## src/rtl/dmaq_pkg.sv

```systemverilog
package dmaq_pkg;
   // channel phase shared by transmit queues and the receive channel
   typedef enum logic [1:0] {
      QP_IDLE = 2'd0,
      QP_RUN  = 2'd1,
      QP_STOP = 2'd2
   } q_phase_e;
endpackage

```

## src/rtl/dmaq_txslot.sv

```systemverilog
module dmaq_txslot
   import dmaq_pkg::*;
#(
   parameter int AW = 32,
   parameter int CW = 8
) (
   input  logic          clk,
   input  logic          rst_n,
   input  logic          start_i,
   input  logic          stop_i,
   input  logic          early_i,
   input  logic          queued_i,
   input  logic          done_i,
   input  logic          dp_wr_i,
   input  logic [AW-1:0] dp_data_i,
   input  logic          err_clr_i,
   output logic          active_o,
   output logic          stopreq_o,
   output logic [CW-1:0] pend_o,
   output logic [AW-1:0] dp_o,
   output logic          err_o
);
   localparam logic [CW-1:0] CNT_MAX = {CW{1'b1}};
   localparam logic [CW-1:0] CNT_ONE = {{(CW-1){1'b0}}, 1'b1};

   q_phase_e      ph_q, ph_d;
   logic [CW-1:0] pend_q, pend_d;
   logic [AW-1:0] dp_q;
   logic          err_q;
   logic          inc, dec, start_rej, dp_rej;

   always_comb begin
      inc = (ph_q == QP_RUN) && queued_i && !done_i && (pend_q != CNT_MAX);
      dec = (pend_q != '0) &&
            (((ph_q == QP_RUN) && done_i && !queued_i) ||
             ((ph_q == QP_STOP) && (early_i || done_i)));
      pend_d = pend_q;
      if (inc)      pend_d = pend_q + CNT_ONE;
      else if (dec) pend_d = pend_q - CNT_ONE;
      ph_d = ph_q;
      unique case (ph_q)
         QP_IDLE: if (start_i && !stop_i) ph_d = QP_RUN;
         QP_RUN:  if (stop_i) ph_d = QP_STOP;
         QP_STOP: if (pend_d == '0) ph_d = QP_IDLE;
         default: ph_d = QP_IDLE;
      endcase
      start_rej = start_i && (ph_q == QP_STOP);
      dp_rej    = dp_wr_i && (ph_q != QP_IDLE);
   end

   always_ff @(posedge clk or negedge rst_n) begin
      if (!rst_n) begin
         ph_q   <= QP_IDLE;
         pend_q <= '0;
         dp_q   <= '0;
         err_q  <= 1'b0;
      end else begin
         ph_q   <= ph_d;
         pend_q <= pend_d;
         if (dp_wr_i && (ph_q == QP_IDLE)) dp_q <= dp_data_i;
         err_q  <= (err_q && !err_clr_i) || start_rej || dp_rej;
      end
   end

   assign active_o  = (ph_q != QP_IDLE);
   assign stopreq_o = (ph_q == QP_STOP);
   assign pend_o    = pend_q;
   assign dp_o      = dp_q;
   assign err_o     = err_q;


   stop_only_exit_chk: assert property (@(posedge clk) disable iff (!rst_n)
      $fell(active_o) |-> $past(stopreq_o));

   pend_no_grow_chk: assert property (@(posedge clk) disable iff (!rst_n)
      stopreq_o |=> (pend_o <= $past(pend_o)));

   early_flush_chk: assert property (@(posedge clk) disable iff (!rst_n)
      (stopreq_o && early_i && (pend_o != '0)) |=> (pend_o == ($past(pend_o) - CNT_ONE)));

   dp_lock_chk: assert property (@(posedge clk) disable iff (!rst_n)
      active_o |=> $stable(dp_o));

   start_refuse_chk: assert property (@(posedge clk) disable iff (!rst_n)
      (stopreq_o && start_i) |=> err_o);

   idle_empty_chk: assert property (@(posedge clk) disable iff (!rst_n)
      !active_o |-> (pend_o == '0));
endmodule

```

## src/rtl/dmaq_rxchan.sv

```systemverilog
module dmaq_rxchan
   import dmaq_pkg::*;
#(
   parameter int AW = 32
) (
   input  logic          clk,
   input  logic          rst_n,
   input  logic          start_i,
   input  logic          stop_i,
   input  logic          quiet_i,
   input  logic          dp_wr_i,
   input  logic [AW-1:0] dp_data_i,
   input  logic          err_clr_i,
   output logic          active_o,
   output logic [AW-1:0] dp_o,
   output logic          err_o
);
   q_phase_e      ph_q, ph_d;
   logic [AW-1:0] dp_q;
   logic          err_q;

   always_comb begin
      ph_d = ph_q;
      unique case (ph_q)
         QP_IDLE: if (start_i && !stop_i) ph_d = QP_RUN;
         QP_RUN:  if (stop_i) ph_d = QP_STOP;
         QP_STOP: if (quiet_i) ph_d = QP_IDLE;
         default: ph_d = QP_IDLE;
      endcase
   end

   always_ff @(posedge clk or negedge rst_n) begin
      if (!rst_n) begin
         ph_q  <= QP_IDLE;
         dp_q  <= '0;
         err_q <= 1'b0;
      end else begin
         ph_q  <= ph_d;
         if (dp_wr_i && (ph_q == QP_IDLE)) dp_q <= dp_data_i;
         err_q <= (err_q && !err_clr_i) || (dp_wr_i && (ph_q != QP_IDLE));
      end
   end

   assign active_o = (ph_q != QP_IDLE);
   assign dp_o     = dp_q;
   assign err_o    = err_q;


   rx_quiet_exit_chk: assert property (@(posedge clk) disable iff (!rst_n)
      $fell(active_o) |-> $past(quiet_i));

   rx_dp_lock_chk: assert property (@(posedge clk) disable iff (!rst_n)
      active_o |=> $stable(dp_o));
endmodule

```

## src/rtl/dmaq_ctl.sv

```systemverilog
module dmaq_ctl #(
   parameter int NQ = 4,
   parameter int AW = 32,
   parameter int CW = 8
) (
   input  logic             clk,
   input  logic             rst_n,
   input  logic             rx_start_i,
   input  logic             rx_stop_i,
   input  logic             rx_quiet_i,
   input  logic             rx_dp_wr_i,
   input  logic [AW-1:0]    rx_dp_data_i,
   input  logic             rx_err_clr_i,
   output logic             rx_active_o,
   output logic [AW-1:0]    rx_dp_o,
   output logic             rx_err_o,
   input  logic [NQ-1:0]    tq_start_i,
   input  logic [NQ-1:0]    tq_stop_i,
   input  logic [NQ-1:0]    tq_early_i,
   input  logic [NQ-1:0]    tq_queued_i,
   input  logic [NQ-1:0]    tq_done_i,
   input  logic [NQ-1:0]    tq_dp_wr_i,
   input  logic [AW-1:0]    tq_dp_data_i,
   input  logic [NQ-1:0]    tq_err_clr_i,
   output logic [NQ-1:0]    tq_active_o,
   output logic [NQ-1:0]    tq_stopreq_o,
   output logic [NQ*CW-1:0] tq_pend_o,
   output logic [NQ*AW-1:0] tq_dp_o,
   output logic [NQ-1:0]    tq_err_o
);
   if (NQ < 1 || NQ > 32) begin : g_bad_nq
      $error("dmaq_ctl: NQ must lie in 1..32");
   end
   if (AW < 1) begin : g_bad_aw
      $error("dmaq_ctl: AW must be positive");
   end
   if (CW < 2 || CW > 16) begin : g_bad_cw
      $error("dmaq_ctl: CW must lie in 2..16");
   end

   dmaq_rxchan #(.AW(AW)) u_rx (
      .clk       (clk),
      .rst_n     (rst_n),
      .start_i   (rx_start_i),
      .stop_i    (rx_stop_i),
      .quiet_i   (rx_quiet_i),
      .dp_wr_i   (rx_dp_wr_i),
      .dp_data_i (rx_dp_data_i),
      .err_clr_i (rx_err_clr_i),
      .active_o  (rx_active_o),
      .dp_o      (rx_dp_o),
      .err_o     (rx_err_o)
   );

   for (genvar q = 0; q < NQ; q++) begin : g_q
      dmaq_txslot #(.AW(AW), .CW(CW)) u_slot (
         .clk       (clk),
         .rst_n     (rst_n),
         .start_i   (tq_start_i[q]),
         .stop_i    (tq_stop_i[q]),
         .early_i   (tq_early_i[q]),
         .queued_i  (tq_queued_i[q]),
         .done_i    (tq_done_i[q]),
         .dp_wr_i   (tq_dp_wr_i[q]),
         .dp_data_i (tq_dp_data_i),
         .err_clr_i (tq_err_clr_i[q]),
         .active_o  (tq_active_o[q]),
         .stopreq_o (tq_stopreq_o[q]),
         .pend_o    (tq_pend_o[q*CW +: CW]),
         .dp_o      (tq_dp_o[q*AW +: AW]),
         .err_o     (tq_err_o[q])
      );
   end
endmodule

```

## config.mk

```make
export PLATFORM = sky130hd
export DESIGN_NAME = dmaq_ctl
export DESIGN_NICKNAME = d
export VERILOG_FILES = /design/src/rtl/dmaq_pkg.sv /design/src/rtl/dmaq_txslot.sv /design/src/rtl/dmaq_rxchan.sv /design/src/rtl/dmaq_ctl.sv
export SDC_FILE = /design/constraint.sdc
export NUM_CORES = 1
export LEC_CHECK = 0
export BUFFER_PORTS_ARGS = -buffer_cell sky130_fd_sc_hd__buf_2
export CORE_AREA = 2 2 128 192
export DETAILED_ROUTE_END_ITERATION = 7
export DIE_AREA = 0 0 130 194
export GPL_TIMING_DRIVEN = 0
export PLACE_DENSITY = 0.61
export SLEW_MARGIN = 5
export SYNTH_ARGS = -nofsm -noshare
export SYNTH_HDL_FRONTEND = slang
export SYNTH_SLANG_ARGS = --single-unit
```

## constraint.sdc

```tcl
create_clock -name clk -period 6.2 [get_ports clk]
set_clock_uncertainty 0.05 [all_clocks]
set_input_delay 0.93 -clock clk [delete_from_list [all_inputs] [get_ports clk]]
set_output_delay 0.93 -clock clk [all_outputs]
set_load 0.05 [all_outputs]
```

==> summary.md <==
The routed design has 23,900 um of wire. The final net count came out at 1,135. The xor and xnor fraction of the mapped netlist area is 2.13%. For this run, the top clock speed supported by timing is 339 MHz.

After synthesis, the cell types taking the most area are sky130_fd_sc_hd__dfrtp_1 (57%), sky130_fd_sc_hd__mux2_2 (20%), sky130_fd_sc_hd__ha_1 (1.7%). The transition time at the pin with the least slew margin is 0.951 ns, and the die footprint is 25,200 sq um. The number of violations of the max-capacitance limit is 0. The prevailing post-synth register cell was sky130_fd_sc_hd__dfrtp_1.

The run gives 6,805 as the total number of vias. The number of max-slew violations in the final report is 0. After synthesis, the largest family of logic cells by area is multiplexers. 0 antenna diodes ended up in the layout. Setup repair after global routing left no endpoint under its margin. Count of TritonRoute iterations in the first routing pass: 4. The proportion of layout cells with a drive suffix above 1 came out at 51.6%. The number of global-route vias before repair came out at 6,788.

The number of endpoints with negative hold slack in the final report was 0. The detail route stage leaves a number of antenna-violating nets equal to 0. The detailed placer's ending HPWL came out at 17,800 um. The largest fanout on the critical path came out at 8.

The logs give 0.844 for the routability-driven placement congestion ratio and 0.50 ns for the clock latency at the later pin of the worst-skew pair. In this design, the stage delay of the slowest critical-path cell is 0.54 ns. Pin placement for this block handled 305 I/O pins.

Classification of the worst setup path: register to register. The first global-routing pass estimated 37,300 um of wire. The overall track demand over capacity in global routing came out at 18.7%. After filler insertion, the fill cell instance count of the layout stands at 2,203. The synthesized design spends more area on one cell type than any other, namely sky130_fd_sc_hd__dfrtp_1. The multi-input logic area came out at 3570 sq um. The worst path arrival time is 3.29 ns. Compared with the post-synthesis result, the final layout area differs by 29.7%. The run gives 1 as the maximum level of the CTS H-tree. For this run, the register share of the synthesized area comes to 57.2%. The first-iteration detailed-routing DRC count was 190; the adder-cell share of the synthesized area was 1.66%. Counting flops with an async set or reset pin after synthesis yields a share of 100%. The total overflow left after global routing is 0. The master of the slowest instance on the critical path is sky130_fd_sc_hd__or4_4.

The critical path goes through buf_6, or4_4, nor4b_2, o32ai_1, xor2_1, a311oi_1, or4b_1, o31a_1. Averaged over all synthesized cells, the footprint is 13.0 sq um. The starting density of the core is 38.4%. The worst min-delay path category was input pin to asynchronous set/reset pin. Entering global routing, the biggest net connects 113 pins.

Buffers placed on the I/O ports in this run total 304. The sum of negative setup slack is 0 ns, and the die span in x is 130 um. After detailed routing, the number of vias per cell comes to 5.01. The startpoint identified for the worst register-to-register timing path is g_q[2].u_slot.pend_o[3].

Gates resized during post-CTS repair numbered 0. The count of different cell masters after synthesis is 58, and the final period demand of the worst path is 2.95 ns. For this run, design rule violations remaining after detail routing come to 0. The run gives 0 as the hold-fix buffer count after cts. Synthesis produced a netlist with a net count of 806. The clock-pin slew on the worst setup and hold paths is 0.07 ns. STA classifies the critical path startpoint as a register.

At the worst endpoint, the required time is 6.54 ns. The tools report the start point of the critical path as g_q[2].u_slot.pend_o[3]. The tools report the initial antenna violation count as 0.

In the layout the commonest cells are sky130_fd_sc_hd__buf_2 (303), sky130_fd_sc_hd__dfrtp_1 (207), sky130_fd_sc_hd__mux2_2 (162). The floorplan step defined a core boundary enclosing 23,600 sq um. The number of flops mapped to enable cells by yosys was 0; the site row count was 69. No sink is reached through more buffers than the 3 on the longest clock path. Simple-gate share of the synthesized area: 9.56%. The fraction of the mapped netlist area in compound gates is 5.78%. For this run, the number of Yosys warnings is 0.

The floorplan die height was 194 um; the final number of setup-violating endpoints was 0. The synthesized design contains 207 register bits. The instance count of the mapped netlist came out at 695. The worst pin sits at a relative slew slack of 35.8%. STA classifies the critical path endpoint as a register.

The run finished with clean final reports. The logs give 0 for the buffer count from post-CTS setup fixing and 5180 sq um for the area taken by flip-flops and latches. Leaving out fill and tap cells, the most frequent cell in the layout is sky130_fd_sc_hd__buf_2.

In this run the biggest area consumer among cell types represents 57.2% of the synthesized area. TritonCTS built the clock tree. The TritonCTS sink count came out at 207.

The root buffer cell chosen for the clock tree is sky130_fd_sc_hd__clkbuf_16. The synthesized netlist occupies a cell area of 9050 sq um. Dividing the detail-routed wire length by the instance count gives 17.6 um. The worst hold margin came out at 0.401 ns. Clock tree synthesis inserted a total of 22 buffers. After layout, the worst path uses 47.5% of the clock period.

The end-of-flow core utilization is 49.8%, and the post-synthesis mux area share is 20.3%.
==> metrics by stage <==
step | worst slack [ns] | cells | area (sq um)
global placement | 0.418 | 1318 | 11000
floorplan | 3.08 | 695 | 9050
global route | 3.09 | 1359 | 11700
CTS | 3.25 | 1359 | 11700
finish | 3.25 | 1359 | 11700
detailed placement | 2.73 | 1319 | 11000
==> critical path, delay by kind of cell, from the launching register on <==
| kind | cells | cell delay [ns] |
|---|---|---|
| simple gates | 3 | 1.35 |
| buf+inv | 1 | 0.15 |
| xor+xnor | 1 | 0.19 |
| flops | 1 | 0.41 |
| compound gates | 3 | 0.68 |
==> routing by layer <==
layer	GRT usage, %	wire, um
met1	22.4	9420
met2	33.1	12400
met3	4.36	1540
met4	5.42	626
met5	0	0
==> cell families (layout without fill, tap and decap cells) <==
logic type / after synthesis / count (layout)
flops: 207 / 207
mux: 163 / 163
simple gates: 151 / 151
compound gates: 75 / 75
buf+inv: 65 / 410
xor+xnor: 22 / 22
fa+ha+maj: 12 / 12
==> synthesized netlist by cell type (3+ instances only) <==
| cell | number |
|---|---|
| sky130_fd_sc_hd__nand3b_1 | 5 |
| sky130_fd_sc_hd__and3_1 | 3 |
| sky130_fd_sc_hd__o22ai_1 | 3 |
| sky130_fd_sc_hd__inv_1 | 28 |
| sky130_fd_sc_hd__nand2b_1 | 4 |
| sky130_fd_sc_hd__o21a_1 | 6 |
| sky130_fd_sc_hd__o21ai_0 | 19 |
| sky130_fd_sc_hd__nor2_1 | 25 |
| sky130_fd_sc_hd__clkbuf_1 | 22 |
| sky130_fd_sc_hd__a32o_1 | 4 |
| sky130_fd_sc_hd__nand4_1 | 8 |
| sky130_fd_sc_hd__o31a_1 | 4 |
| sky130_fd_sc_hd__a2bb2oi_1 | 4 |
| sky130_fd_sc_hd__mux2_2 | 162 |
| sky130_fd_sc_hd__a21oi_1 | 10 |
| sky130_fd_sc_hd__nor4bb_1 | 6 |
| sky130_fd_sc_hd__nor3_1 | 11 |
| sky130_fd_sc_hd__a41oi_1 | 3 |
| sky130_fd_sc_hd__nand2_1 | 20 |
| sky130_fd_sc_hd__and2_1 | 3 |
| sky130_fd_sc_hd__nor4_1 | 5 |
| sky130_fd_sc_hd__a31oi_1 | 4 |
| sky130_fd_sc_hd__or2_2 | 10 |
| sky130_fd_sc_hd__buf_4 | 13 |
| sky130_fd_sc_hd__ha_1 | 12 |
| sky130_fd_sc_hd__xnor2_1 | 11 |
| sky130_fd_sc_hd__nor2b_1 | 11 |
| sky130_fd_sc_hd__nand3_1 | 22 |
| sky130_fd_sc_hd__dfrtp_1 | 207 |
| sky130_fd_sc_hd__xor2_1 | 11 |
==> final timing paths <==
| path | endpoint | slack [ns] | cells past startpoint |
|---|---|---|---|
| hold reg to reg | u_rx.ph_q[0] | 0.42 | 1 |
| setup reg to reg | g_q[2].u_slot.ph_q[1] | 3.25 | 8 |
| hold / removal | g_q[1].u_slot.dp_o[6] | 0.40 | 1 |
| max in group asynchronous | u_rx.dp_o[8] | 4.65 | 2 |
| setup / recovery | g_q[2].u_slot.ph_q[1] | 3.25 | 8 |
| min in group clk | u_rx.ph_q[0] | 0.42 | 1 |
==> sequential cells by signal (all words and copies together), names as in the netlist <==
name	count
g_q.u_slot.dp_o	128
g_q.u_slot.err_o	4
g_q.u_slot.pend_o	32
g_q.u_slot.ph_q	8
u_rx.dp_o	32
u_rx.err_o	1
u_rx.ph_q	2
==> layout make-up <==
type / instances / share of cell area, %
clock inverters: 14 / 1.13
well taps: 319 / 3.40
clock buffers: 26 / 5.08
repair buffers: 305 / 13.3
multi-input cells: 423 / 30.4
plain buffers: 37 / 1.73
flip-flops and latches: 207 / 44.1
inverters: 28 / 0.895
Power is left out: the tool's default activity adds up to more than one toggle a clock period on the data nets, which glitch-free logic cannot reach.
